--- src/rtl/mult_pkg.sv ---
package mult_pkg;

  // Index of each bus source within the enable vector
  localparam int SRC_IN_X  = 0;
  localparam int SRC_IN_Y  = 1;
  localparam int SRC_SHR_X = 2;
  localparam int SRC_SHL_Y = 3;
  localparam int NUM_SRC   = 4;

  typedef struct packed {
    logic               clearAll;
    logic               loadX;
    logic               loadY;
    logic               accum;
    logic [NUM_SRC-1:0] drvEn;
  } strobe_t;

endpackage

--- src/rtl/shadd_datapath.sv ---
module shadd_datapath
  import mult_pkg::*;
#(
  parameter int W = 8
) (
  input  logic         clk,
  input  logic         rstN,
  input  strobe_t      strobe,
  input  logic [W-1:0] opX,
  input  logic [W-1:0] opY,
  output logic [W-1:0] product,
  output logic         xLsb
);

  logic [W-1:0] xReg, yReg, prodReg;
  logic [W-1:0] xShr, yShl, sum, dataBus;

  // Shifts are pure wiring
  assign xShr = {1'b0, xReg[W-1:1]};
  assign yShl = {yReg[W-2:0], 1'b0};

  // Speculative add, truncated to W bits
  assign sum = prodReg + yReg;

  // Shared bus: AND-OR of sources under their enables
  always_comb begin
    dataBus = '0;
    if (strobe.drvEn[SRC_IN_X])  dataBus = dataBus | opX;
    if (strobe.drvEn[SRC_IN_Y])  dataBus = dataBus | opY;
    if (strobe.drvEn[SRC_SHR_X]) dataBus = dataBus | xShr;
    if (strobe.drvEn[SRC_SHL_Y]) dataBus = dataBus | yShl;
  end

  always_ff @(posedge clk or negedge rstN) begin
    if (!rstN) begin
      xReg    <= '0;
      yReg    <= '0;
      prodReg <= '0;
    end else if (strobe.clearAll) begin
      xReg    <= '0;
      yReg    <= '0;
      prodReg <= '0;
    end else begin
      if (strobe.loadX) xReg <= dataBus;
      if (strobe.loadY) yReg <= dataBus;
      if (strobe.accum && xReg[0]) prodReg <= sum;
    end
  end

  assign product = prodReg;
  assign xLsb    = xReg[0];

endmodule

--- src/rtl/shadd_control.sv ---
module shadd_control
  import mult_pkg::*;
#(
  parameter int W = 8
) (
  input  logic    clk,
  input  logic    rstN,
  input  logic    start,
  output strobe_t strobe,
  output logic    ready
);

  localparam int CNT_W = $clog2(W + 1);
  localparam logic [CNT_W-1:0] LAST_ITER = CNT_W'(W - 1);

  typedef enum logic [2:0] {
    ST_IDLE, ST_CLEAR, ST_LOAD_X, ST_LOAD_Y,
    ST_ACCUM, ST_SHIFT_X, ST_SHIFT_Y, ST_DONE
  } state_t;

  state_t           state, nextState;
  logic [CNT_W-1:0] iterCnt;

  always_comb begin
    nextState = state;
    case (state)
      ST_IDLE, ST_DONE: if (start) nextState = ST_CLEAR;
      ST_CLEAR:   nextState = ST_LOAD_X;
      ST_LOAD_X:  nextState = ST_LOAD_Y;
      ST_LOAD_Y:  nextState = ST_ACCUM;
      ST_ACCUM:   nextState = (iterCnt == LAST_ITER) ? ST_DONE : ST_SHIFT_X;
      ST_SHIFT_X: nextState = ST_SHIFT_Y;
      ST_SHIFT_Y: nextState = ST_ACCUM;
      default:    nextState = ST_IDLE;
    endcase
  end

  always_ff @(posedge clk or negedge rstN) begin
    if (!rstN) begin
      state   <= ST_IDLE;
      iterCnt <= '0;
    end else begin
      state <= nextState;
      if (state == ST_CLEAR)      iterCnt <= '0;
      else if (state == ST_ACCUM) iterCnt <= iterCnt + 1'b1;
    end
  end

  // One source enable per bus phase; capture in the same phase
  always_comb begin
    strobe = '0;
    case (state)
      ST_CLEAR:   strobe.clearAll = 1'b1;
      ST_LOAD_X:  begin strobe.drvEn[SRC_IN_X]  = 1'b1; strobe.loadX = 1'b1; end
      ST_LOAD_Y:  begin strobe.drvEn[SRC_IN_Y]  = 1'b1; strobe.loadY = 1'b1; end
      ST_ACCUM:   strobe.accum = 1'b1;
      ST_SHIFT_X: begin strobe.drvEn[SRC_SHR_X] = 1'b1; strobe.loadX = 1'b1; end
      ST_SHIFT_Y: begin strobe.drvEn[SRC_SHL_Y] = 1'b1; strobe.loadY = 1'b1; end
      default:    ;
    endcase
  end

  assign ready = (state == ST_DONE);

endmodule

--- src/rtl/shadd_mult.sv ---
module shadd_mult
  import mult_pkg::*;
#(
  parameter int W = 8
) (
  input  logic         clk,
  input  logic         rstN,
  input  logic         start,
  input  logic [W-1:0] opX,
  input  logic [W-1:0] opY,
  output logic [W-1:0] product,
  output logic         ready
);

  strobe_t strobe;
  logic    xLsb;

  shadd_control #(.W(W)) i_control (
    .clk   (clk),
    .rstN  (rstN),
    .start (start),
    .strobe(strobe),
    .ready (ready)
  );

  shadd_datapath #(.W(W)) i_datapath (
    .clk    (clk),
    .rstN   (rstN),
    .strobe (strobe),
    .opX    (opX),
    .opY    (opY),
    .product(product),
    .xLsb   (xLsb)
  );

endmodule

--- config.mk ---
export PLATFORM = sky130hd
export DESIGN_NAME = shadd_mult
export DESIGN_NICKNAME = d
export VERILOG_FILES = /design/src/rtl/mult_pkg.sv /design/src/rtl/shadd_datapath.sv /design/src/rtl/shadd_control.sv /design/src/rtl/shadd_mult.sv
export SDC_FILE = /design/constraint.sdc
export NUM_CORES = 1
export LEC_CHECK = 0
export BUFFER_PORTS_ARGS = -buffer_cell sky130_fd_sc_hd__buf_2
export CAP_MARGIN = 20
export CORE_MARGIN = 2
export CORE_UTILIZATION = 40
export CTS_CLUSTER_SIZE = 30
export DETAILED_ROUTE_END_ITERATION = 8
export PLACE_DENSITY = 0.58
export SLEW_MARGIN = 5
export SYNTH_ARGS = -nofsm -noshare
export SYNTH_HDL_FRONTEND = slang
export SYNTH_SLANG_ARGS = --single-unit
--- constraint.sdc ---
create_clock -name clk -period 4.8 [get_ports clk]
set_clock_uncertainty 0.2 [all_clocks]
set_input_delay 0.24 -clock clk [delete_from_list [all_inputs] [get_ports clk]]
set_output_delay 0.24 -clock clk [all_outputs]
set_load 0.005 [all_outputs]
==> results.md, run 1 <==
- Clock power frac: 15.5%
- Io pins: 28
- Initial DRT Pass Iterations: 5
- Cells on worst reg2reg path: 4
- CP peak stage delay: 0.84 ns
- CTS Hold Bufs: 1
- # port buffers: 27
- DRT iter0 DRCs: 52
- Vias in the first global route: 1,548
- Layout cell share with drive strength beyond 1: 22.3%
- Inst Count DP: 274
- Maximum clock frequency: 382 MHz
- Final min period: 2.62 ns
- Post-synth EDFFs: 0
- Post-DP HPWL: 3150 µm
- Crit path kind: flop to flop
- Cell count after synthesis: 203
- Seq/Total Area, Yosys: 40.3%
- Most used DFF post-synth: dfrtp_1
- Synth area leaders: dfrtp_1 40%, mux2_2 5.9%, ha_1 5.2%
- Worst slew pin tran: 0.800 ns
- Final Cycle Share: 54.5%
- Worst-path clk slew: 0.07 ns
- Flop pwr share: 39.1%
- Hold depth: 3
- H-tree depth: 2
- Die height: 73.4 µm
- Cell Area, Synth: 1920 µm²
- Synth-to-Final Area Change: 13.5%
- Diode count: 0
- Via/cell ratio: 5.60
- Worst-path fanout max: 25
- Detailed Route WL: 4270 µm
- Power Internal: 764 µW
- Die area: 5380 µm²
- CTS root buffer: clkbuf_8
- Register bit total from synthesis: 31
- Post-route ant nets: 0
- Post-route non-filler standard cell count: 283
- # Post-CTS Setup Buffers: 0
- TritonCTS Sinks: 31
- Core Footprint: 4690 µm²
- Critical path data required time: 4.76 ns
- Leakage: 0.000996 µW
- Antenna violations before repair: 0
- Switch share: 43.0%
- Area share of the largest cell type after synthesis: 40.3%
- Combinational power share: 45.5%
- HP Class: primary input to flop
- Ys async rst share: 100%
- Die W: 73.4 µm
- Clk_lat worst skew: 0.28 ns
- DR WL/cell: 15.1 µm
- Worst path arrival time: 2.58 ns
- Dominant cell type by area after synthesis: dfrtp_1
- Final net count: 257
- Peak supply drop: 0.374 mV
- Run status: finished clean
- Final Hold Viols: 0
- Netlist cell types: 45
- TNS Setup: 0 ns
- Syn_area_per_cell: 9.48 µm²
- RD Place Congestion: 0.745
- DRC violations left: 0
- Net switching power: 577 µW
- Total track usage: 17.8%
- Pin count of the biggest net entering global routing: 32
- First-pass GRT wire length: 7300 µm
- Worst setup SP type: flop
- Syn_nets: 231
- Max-slew headroom: 46.5%
- Worst-path cell chain: nor2b_1 -> nor2_1 -> nor2_4 -> mux2_2
- Vias after detailed routing: 1,584
- Post-CTS sizing: 0
- Final setup viols: 0
- Remaining Overflow, GRT: 0
- Max-cap violations: 0
- Crit end category: flop
- CTS buffer count: 5
- TritonCTS clock tree: done
- Yosys warnings: 0
- Starting Density: 41.0%
- RSZ-0062 raised after global routing: false
- Final Max Tran Viols: 0
- Clock tree buffer depth: 2
- Critical Path Slowest Stage Cell: dfrtp_1
- Pwr per Cell Area: 614 nW/µm²
- Std-Cell Rows: 25
## final timing paths
path,startpoint,end,slack (ns)
worst max-delay path,i_control.state[1]$_DFFE_PN0P_,i_datapath.yReg[1]$_DFFE_PN0P_,2.18
worst min-delay path,opY[6],i_datapath.yReg[6]$_DFFE_PN0P_,0.07
worst max register to register,i_control.state[1]$_DFFE_PN0P_,i_datapath.yReg[1]$_DFFE_PN0P_,2.18
worst min register to register,i_datapath.product[4]$_DFFE_PN0P_,i_datapath.product[4]$_DFFE_PN0P_,0.31
max in group asynchronous,rstN,i_control.state[2]$_DFFE_PN0P_,3.58
min in group asynchronous,rstN,i_datapath.product[1]$_DFFE_PN0P_,0.36
## routing by layer
metal | vias to the layer above | share of wire, % | GRT usage [%]
met1 | 747 | 49 | 23.9
met3 | 9 | 3.0 | 4.25
met4 | 0 | 1.5 | 6.67
met5 | - | 0 | 0
met2 | 29 | 46 | 27.8
li1 | 799 | - | -
## layout by cell type (no fill, tap or decap), types with 2 or more instances in the layout
cell type / n
mux2_2: 10
clkbuf_8: 6
a221oi_1: 2
buf_2: 27
o21ai_1: 3
a22oi_1: 9
inv_1: 6
nor3_1: 4
a22o_1: 2
nand3_1: 6
nor2_1: 12
a21oi_1: 12
nor3b_1: 2
ha_1: 8
o21ai_0: 16
mux2i_1: 9
nor2b_1: 6
dlygate4sd3_1: 2
a211oi_1: 4
nand2_1: 16
inv_2: 2
o22ai_1: 6
dfrtp_1: 31
nand2b_1: 6
## kinds of logic (layout without fill, tap and decap cells)
group	after synthesis	in the layout	share of synthesized area, %
DFF	31	31	40.3
AOI/OAI and AO/OA	63	63	20.5
buffers and inverters	18	44	4.23
and+or+nand+nor	61	61	17.1
xor gates and xnor gates	1	1	0.455
muxes	20	20	11.1
adders and majority gates	9	9	6.24
## critical path: cells and delay by family, from the launching register on
kind | cells | cell delay (ns)
AND/OR/NAND/NOR | 3 | 1.09
flip-flops | 1 | 0.84
multiplexers | 1 | 0.36
## synth_stat cells, types with 4 or more instances
| library cell | count |
|---|---|
| a22oi_1 | 9 |
| a211oi_1 | 4 |
| o21ai_0 | 16 |
| ha_1 | 8 |
| mux2_2 | 10 |
| nor2b_1 | 6 |
| inv_1 | 6 |
| mux2i_1 | 9 |
| nor3_1 | 4 |
| nand2b_1 | 6 |
| dfrtp_1 | 31 |
| nor2_1 | 12 |
| nand3_1 | 6 |
| a21oi_1 | 12 |
| o22ai_1 | 6 |
| nand2_1 | 16 |
| buf_2 | 5 |
## stage by stage
stage          util, %  total power (µW)  hold slack, ns  setup slack [ns]  cell area, µm²
2_1_floorplan        -               988          -0.256              2.84            1920
3_3_place_gp      44.2              1130           0.130              2.30            2080
3_5_place_dp      44.2              1140           0.144              2.21            2080
4_1_cts           46.3              1350         0.00139              2.22            2170
5_1_grt           46.5              1470          0.0879              2.07            2180
6_report          46.5              1340          0.0698              2.18            2180
## power groups by stage
stage	Sequential [µW]	Clock, µW	Combinational, µW
2_1_floorplan	437	0	551
6_report	524	207	610
4_1_cts	522	215	614
3_3_place_gp	525	0	602
3_5_place_dp	528	0	610
5_1_grt	545	227	694
## final cells by class
cell class / instances / area [µm²]
clock buffers: 6 / 82.6
clock inverters: 1 / 5.00
fillers: 461 / 2510
inverters: 8 / 30.0
multi-input cells: 154 / 1070
flip-flops and latches: 31 / 776
well taps: 54 / 67.6
repair buffers: 29 / 155
## state kept, by name (all words and copies together) (netlist names)
name,cells
i_control.state,3
i_datapath.product,8
i_control.iterCnt,4
i_datapath.xReg,8
i_datapath.yReg,8
Note: power is estimated with default switching activity, not from simulation.
==> inputs of run 2 (changes only) <==
==> constraint.sdc (replaced) <==
create_clock -name clk -period 2.72 [get_ports clk]
set_clock_uncertainty 0.2 [all_clocks]
set_input_delay 0.136 -clock clk [delete_from_list [all_inputs] [get_ports clk]]
set_output_delay 0.136 -clock clk [all_outputs]
set_load 0.005 [all_outputs]
==> run 2 against run 1 <==
  * Highest routed layer unchanged
  * Power increased by 80%
  * Sequential cell count is the same
  * Utilization increased by 1.3 points
  * Design area rose by 2.9%
  * Non-clock buffer count rose by 7
  * The flow now finishes with violations (negative hold slack)
  * Largest cell class unchanged
  * Sequential power rose by 64%
  * Die area unchanged
==> results.md, run 2 (synthesis results as in run 1) <==
- Overall Power: 2410 µW
- Std-Cell Rows: 25
- DP Worst Slack: 0.581 ns
- Pwr per Cell Area: 1070 nW/µm²
- Post-DP HPWL: 3060 µm
- Die area: 5380 µm²
- Initial DRT Pass Iterations: 4
- Post-CTS sizing: 0
- Clk_lat worst skew: 0.28 ns
- Synth-to-Final Area Change: 16.7%
- Core Footprint: 4690 µm²
- Worst setup margin: 0.573 ns
- CTS Hold Bufs: 6
- Clock tree buffer depth: 2
- Io pins: 28
- Dpl cell area: 2100 µm²
- Power Internal: 1380 µW
- Register area: 776 µm²
- # port buffers: 27
- Hold slack: -0.000577 ns
- TNS Setup: 0 ns
- Worst-path fanout max: 3
- # Post-CTS Setup Buffers: 0
- Commonest non-fill, non-tap cells in the layout: 31 x dfrtp_1, 27 x buf_2, 16 x nand2_1, 16 x o21ai_0
- Net switching power: 1030 µW
- Final setup viols: 0
- RD Place Congestion: 0.793
- Crit end category: flop
- Maximum clock frequency: 466 MHz
- TritonCTS clock tree: done
- Die W: 73.4 µm
- CTS root buffer: clkbuf_8
- Remaining Overflow, GRT: 0
- Max-cap violations: 0
- Post-route non-filler standard cell count: 290
- Max-slew headroom: 51.5%
- Finished Cell Area: 2250 µm²
- Critical path data required time: 2.68 ns
- Combinational power share: 49.1%
- Flop pwr share: 35.6%
- RSZ-0062 raised after global routing: false
- Total track usage: 18.0%
- Crit path kind: flop to flop
- Vias after detailed routing: 1,651
- DRC violations left: 0
- Worst path arrival time: 2.11 ns
- DR WL/cell: 14.7 µm
- Switch share: 42.7%
- Final Hold Viols: 1
- Inst Count DP: 277
- First-pass GRT wire length: 7420 µm
- Detailed Route WL: 4280 µm
- Run status: finished with violations
- Multi-input gate area: 1070 µm²
- CTS buffer count: 5
- Antenna violations before repair: 0
- Most common cell after layout, fill and taps aside: dfrtp_1
- HP Class: primary input to flop
- Diode count: 0
- Worst setup SP type: flop
- TritonCTS Sinks: 31
- Failing checks: negative hold slack
- Pin count of the biggest net entering global routing: 32
- Final Max Tran Viols: 0
- Post-route ant nets: 0
- H-tree depth: 2
- Die height: 73.4 µm
- Peak supply drop: 0.556 mV
- Starting Density: 41.0%
- Worst slew pin tran: 0.727 ns
- Worst-path clk slew: 0.07 ns
- Clock power frac: 15.3%
- Leakage: 0.00103 µW
- Final Cycle Share: 79.0%
- Final min period: 2.15 ns
- Via/cell ratio: 5.69
- Fill count: 461
- DRT iter0 DRCs: 63
- Final net count: 264
- Layout cell share with drive strength beyond 1: 22.9%
- Vias in the first global route: 1,556
==> run 2: cell types whose count changed in the layout (fill, tap and decap cells not counted), sizes merged <==
cell         delta
buf             +3
dlygate4sd3     +4
==> run 2: power groups by stage <==
stage	sequential (µW)	combinational (µW)	clock [µW]
2_1_floorplan	772	972	0
3_3_place_gp	862	1180	0
3_5_place_dp	864	1180	0
4_1_cts	856	1190	379
5_1_grt	888	1340	402
6_report	857	1180	368
==> run 2: final cells by class <==
type                            count  share of cell area (%)
Timing Repair Buffer               36                    9.69
Inverter                            8                    1.34
Tap cell                           54                    3.01
Clock inverter                      1                   0.223
Clock buffer                        6                    3.68
Multi-Input combinational cell    154                    47.5
Sequential cell                    31                    34.5
==> run 2: final timing paths <==
path,start,end,slack (ns),cells after the start
min reg2reg,i_datapath.xReg[4]$_DFFE_PN0P_,i_datapath.xReg[4]$_DFFE_PN0P_,0.31,1
min in group asynchronous,rstN,i_datapath.product[1]$_DFFE_PN0P_,0.24,2
max reg2reg,i_datapath.product[0]$_DFFE_PN0P_,i_datapath.product[6]$_DFFE_PN0P_,0.57,8
min,opX[7],i_datapath.xReg[7]$_DFFE_PN0P_,-0.0006,3
max,i_datapath.product[0]$_DFFE_PN0P_,i_datapath.product[6]$_DFFE_PN0P_,0.57,8
max in group asynchronous,rstN,i_control.state[1]$_DFFE_PN0P_,1.61,2
==> run 2: critical path, cell delays in order (launching register included) <==
cell and delay, ns:
dfrtp_1 0.38, ha_1 0.20, inv_1 0.07, fa_1 0.37
nor2b_1 0.18, o21ai_1 0.09, a21boi_0 0.31, or4_1 0.16
nand3_1 0.06
==> run 2: stage by stage <==
| step | util, % | hold slack [ns] |
|---|---|---|
| floorplan | - | -0.360 |
| global placement | 44.7 | 0.0428 |
| detailed placement | 44.7 | 0.0414 |
| CTS | 47.9 | 0.00201 |
| global route | 47.9 | 0.0275 |
| finish | 47.9 | -0.000577 |
==> run 2: layer usage <==
layer	up-vias	share of wire, %	global-route usage (%)
met1	803	50	26.1
met2	38	45	26.9
met4	0	0.73	5.45
met3	5	4.6	3.84
met5	-	0	0
li1	805	-	-
==> inputs of run 3 (changes only) <==
==> constraint.sdc (replaced) <==
create_clock -name clk -period 2.1 [get_ports clk]
set_clock_uncertainty 0.2 [all_clocks]
set_input_delay 0.105 -clock clk [delete_from_list [all_inputs] [get_ports clk]]
set_output_delay 0.105 -clock clk [all_outputs]
set_load 0.005 [all_outputs]
==> run 3 against run 2 <==
  * Critical endpoint is now i_datapath.product[7]$_DFFE_PN0P_
  * Final cell count rose by 5.2%
  * Sequential power rose by 24%
  * Highest routed layer unchanged
  * Sequential cell count did not move
  * Routed wire length rose by 6.2%
  * Worst hold slack improved by 0.13 ns
  * Critical path depth fell by 3
  * Setup slack got worse by 0.50 ns
  * The flow now finishes without violations
  * Design area rose by 6.5%
  * First-iteration DRC count fell by 7.9%
  * Utilization rose by 3.1 points
  * Power rose by 40%
  * Register-to-register slack got worse by 0.50 ns
==> results.md, run 3 (synthesis results as in run 1) <==
- Run status: finished clean
- Total track usage: 18.5%
- Io pins: 28
- Hold Path Sink: i_datapath.xReg[3]$_DFFE_PN0P_
- Max-slew headroom: 51.4%
- RR Startpoint: i_datapath.product[2]$_DFFE_PN0P_
- Core Footprint: 4690 µm²
- Clk_lat worst skew: 0.29 ns
- Peak supply drop: 0.555 mV
- Die height: 73.4 µm
- Power Internal: 1970 µW
- # port buffers: 27
- Most common cell after layout, fill and taps aside: dfrtp_1
- Final setup viols: 0
- Diode count: 0
- Commonest non-fill, non-tap cells in the layout: 31 x dfrtp_1, 27 x buf_2, 16 x nand2_1, 16 x o21ai_0, 15 x buf_4
- Clock power frac: 15.9%
- Die W: 73.4 µm
- Critical path data required time: 2.08 ns
- Overall Power: 3360 µW
- HP Class: primary input to flop
- Pin count of the biggest net entering global routing: 32
- Worst-path clk slew: 0.07 ns
- Combinational power share: 52.7%
- DR WL/cell: 14.9 µm
- # Post-CTS Setup Buffers: 0
- Final Cycle Share: 96.6%
- Layout cell share with drive strength beyond 1: 28.7%
- Std-Cell Rows: 25
- Worst-path fanout max: 4
- Hold slack: 0.125 ns
- Clock tree buffer depth: 2
- Final Hold Viols: 0
- Worst setup SP type: flop
- Die area: 5380 µm²
- Net switching power: 1390 µW
- Starting Density: 41.0%
- Post-route ant nets: 0
- Vias after detailed routing: 1,661
- Flop pwr share: 31.4%
- DRT iter0 DRCs: 58
- Detailed Route WL: 4540 µm
- Maximum clock frequency: 493 MHz
- Worst path arrival time: 2.01 ns
- Worst slew pin tran: 0.728 ns
- Final min period: 2.03 ns
- Crit end category: flop
- Worst hold start: opX[3]
- Final Max Tran Viols: 0
- RD Place Congestion: 0.803
- Final core utilization: 51.0%
- Max-cap violations: 0
- TritonCTS Sinks: 31
- Initial DRT Pass Iterations: 5
- H-tree depth: 2
- Remaining Overflow, GRT: 0
- DRC violations left: 0
- Hold depth: 4
- R2r setup slk: 0.07 ns
- Final net count: 278
- Synth-to-Final Area Change: 24.3%
- Vias in the first global route: 1,572
- CTS root buffer: clkbuf_8
- First-pass GRT wire length: 7560 µm
- Switch share: 41.3%
- CTS buffer count: 5
- Leakage: 0.00110 µW
- Post-DP HPWL: 3240 µm
- Via/cell ratio: 5.45
- Crit path kind: flop to flop
- R2R Path End: i_datapath.product[7]$_DFFE_PN0P_
- Cells on worst reg2reg path: 5
- Pwr per Cell Area: 1410 nW/µm²
- Antenna violations before repair: 0
- TritonCTS clock tree: done
-- run 3: worst max-delay path, cell delays in order (launching register included) --
cell and delay (ns):
dfrtp_1 0.39, ha_1 0.35, o21ai_0 0.35, nor3_2 0.09
o211ai_1 0.20, mux2_1 0.33
-- run 3: power by group through the flow --
| stage | Sequential (µW) | Clock (µW) | Combinational (µW) |
|---|---|---|---|
| final | 1060 | 535 | 1770 |
| after floorplan | 1000 | 0 | 1260 |
| after global placement | 1060 | 0 | 1740 |
| after global routing | 1100 | 577 | 1970 |
| after detailed placement | 1070 | 0 | 1740 |
| after CTS | 1060 | 544 | 1760 |
-- run 3: per-stage QoR --
| stage | area (µm²) | setup TNS [ns] | std cells | worst slack [ns] |
|---|---|---|---|---|
| final | 2390 | 0 | 305 | 0.0711 |
| after CTS | 2370 | 0 | 305 | 0.0314 |
| after floorplan | 1920 | 0 | 203 | 0.144 |
| after global routing | 2390 | -0.0299 | 305 | -0.0299 |
| after global placement | 2190 | 0 | 289 | 0.0357 |
| after detailed placement | 2190 | -0.0328 | 289 | -0.0328 |
-- run 3: worst max path at each step --
stage                                           start                           endpoint  slack, ns  cells past startpoint
detailed placement     i_datapath.yReg[0]$_DFFE_PN0P_  i_datapath.product[6]$_DFFE_PN0P_      -0.03                      8
finish              i_datapath.product[2]$_DFFE_PN0P_  i_datapath.product[7]$_DFFE_PN0P_       0.07                      5
floorplan           i_datapath.product[1]$_DFFE_PN0P_  i_datapath.product[7]$_DFFE_PN0P_       0.14                      5
global route           i_datapath.yReg[3]$_DFFE_PN0P_  i_datapath.product[7]$_DFFE_PN0P_      -0.03                      6
CTS                 i_datapath.product[1]$_DFFE_PN0P_  i_datapath.product[7]$_DFFE_PN0P_       0.03                      5
global placement       i_datapath.yReg[0]$_DFFE_PN0P_  i_datapath.product[6]$_DFFE_PN0P_       0.04                      8
-- run 3: final cells by class --
type                       count  area (µm²)
sequential                    31         776
inverter                       8        30.0
fill                         440        2300
clock buffer                   8         100
multi-input combinational    154        1090
timing repair buffer          50         328
tap                           54        67.6
-- run 3: layer usage --
layer / track usage (%) / wire length [µm]
met5: 0 / 0
met1: 25.1 / 2240
met3: 4.94 / 120
met4: 6.06 / 63
met2: 28.6 / 2110
-- run 3: timing repair --
action	4_1_cts	5_1_grt
resized for setup	1	6
setup endpoints to repair	1	2
hold endpoints to repair	39	0
hold buffers	8	0
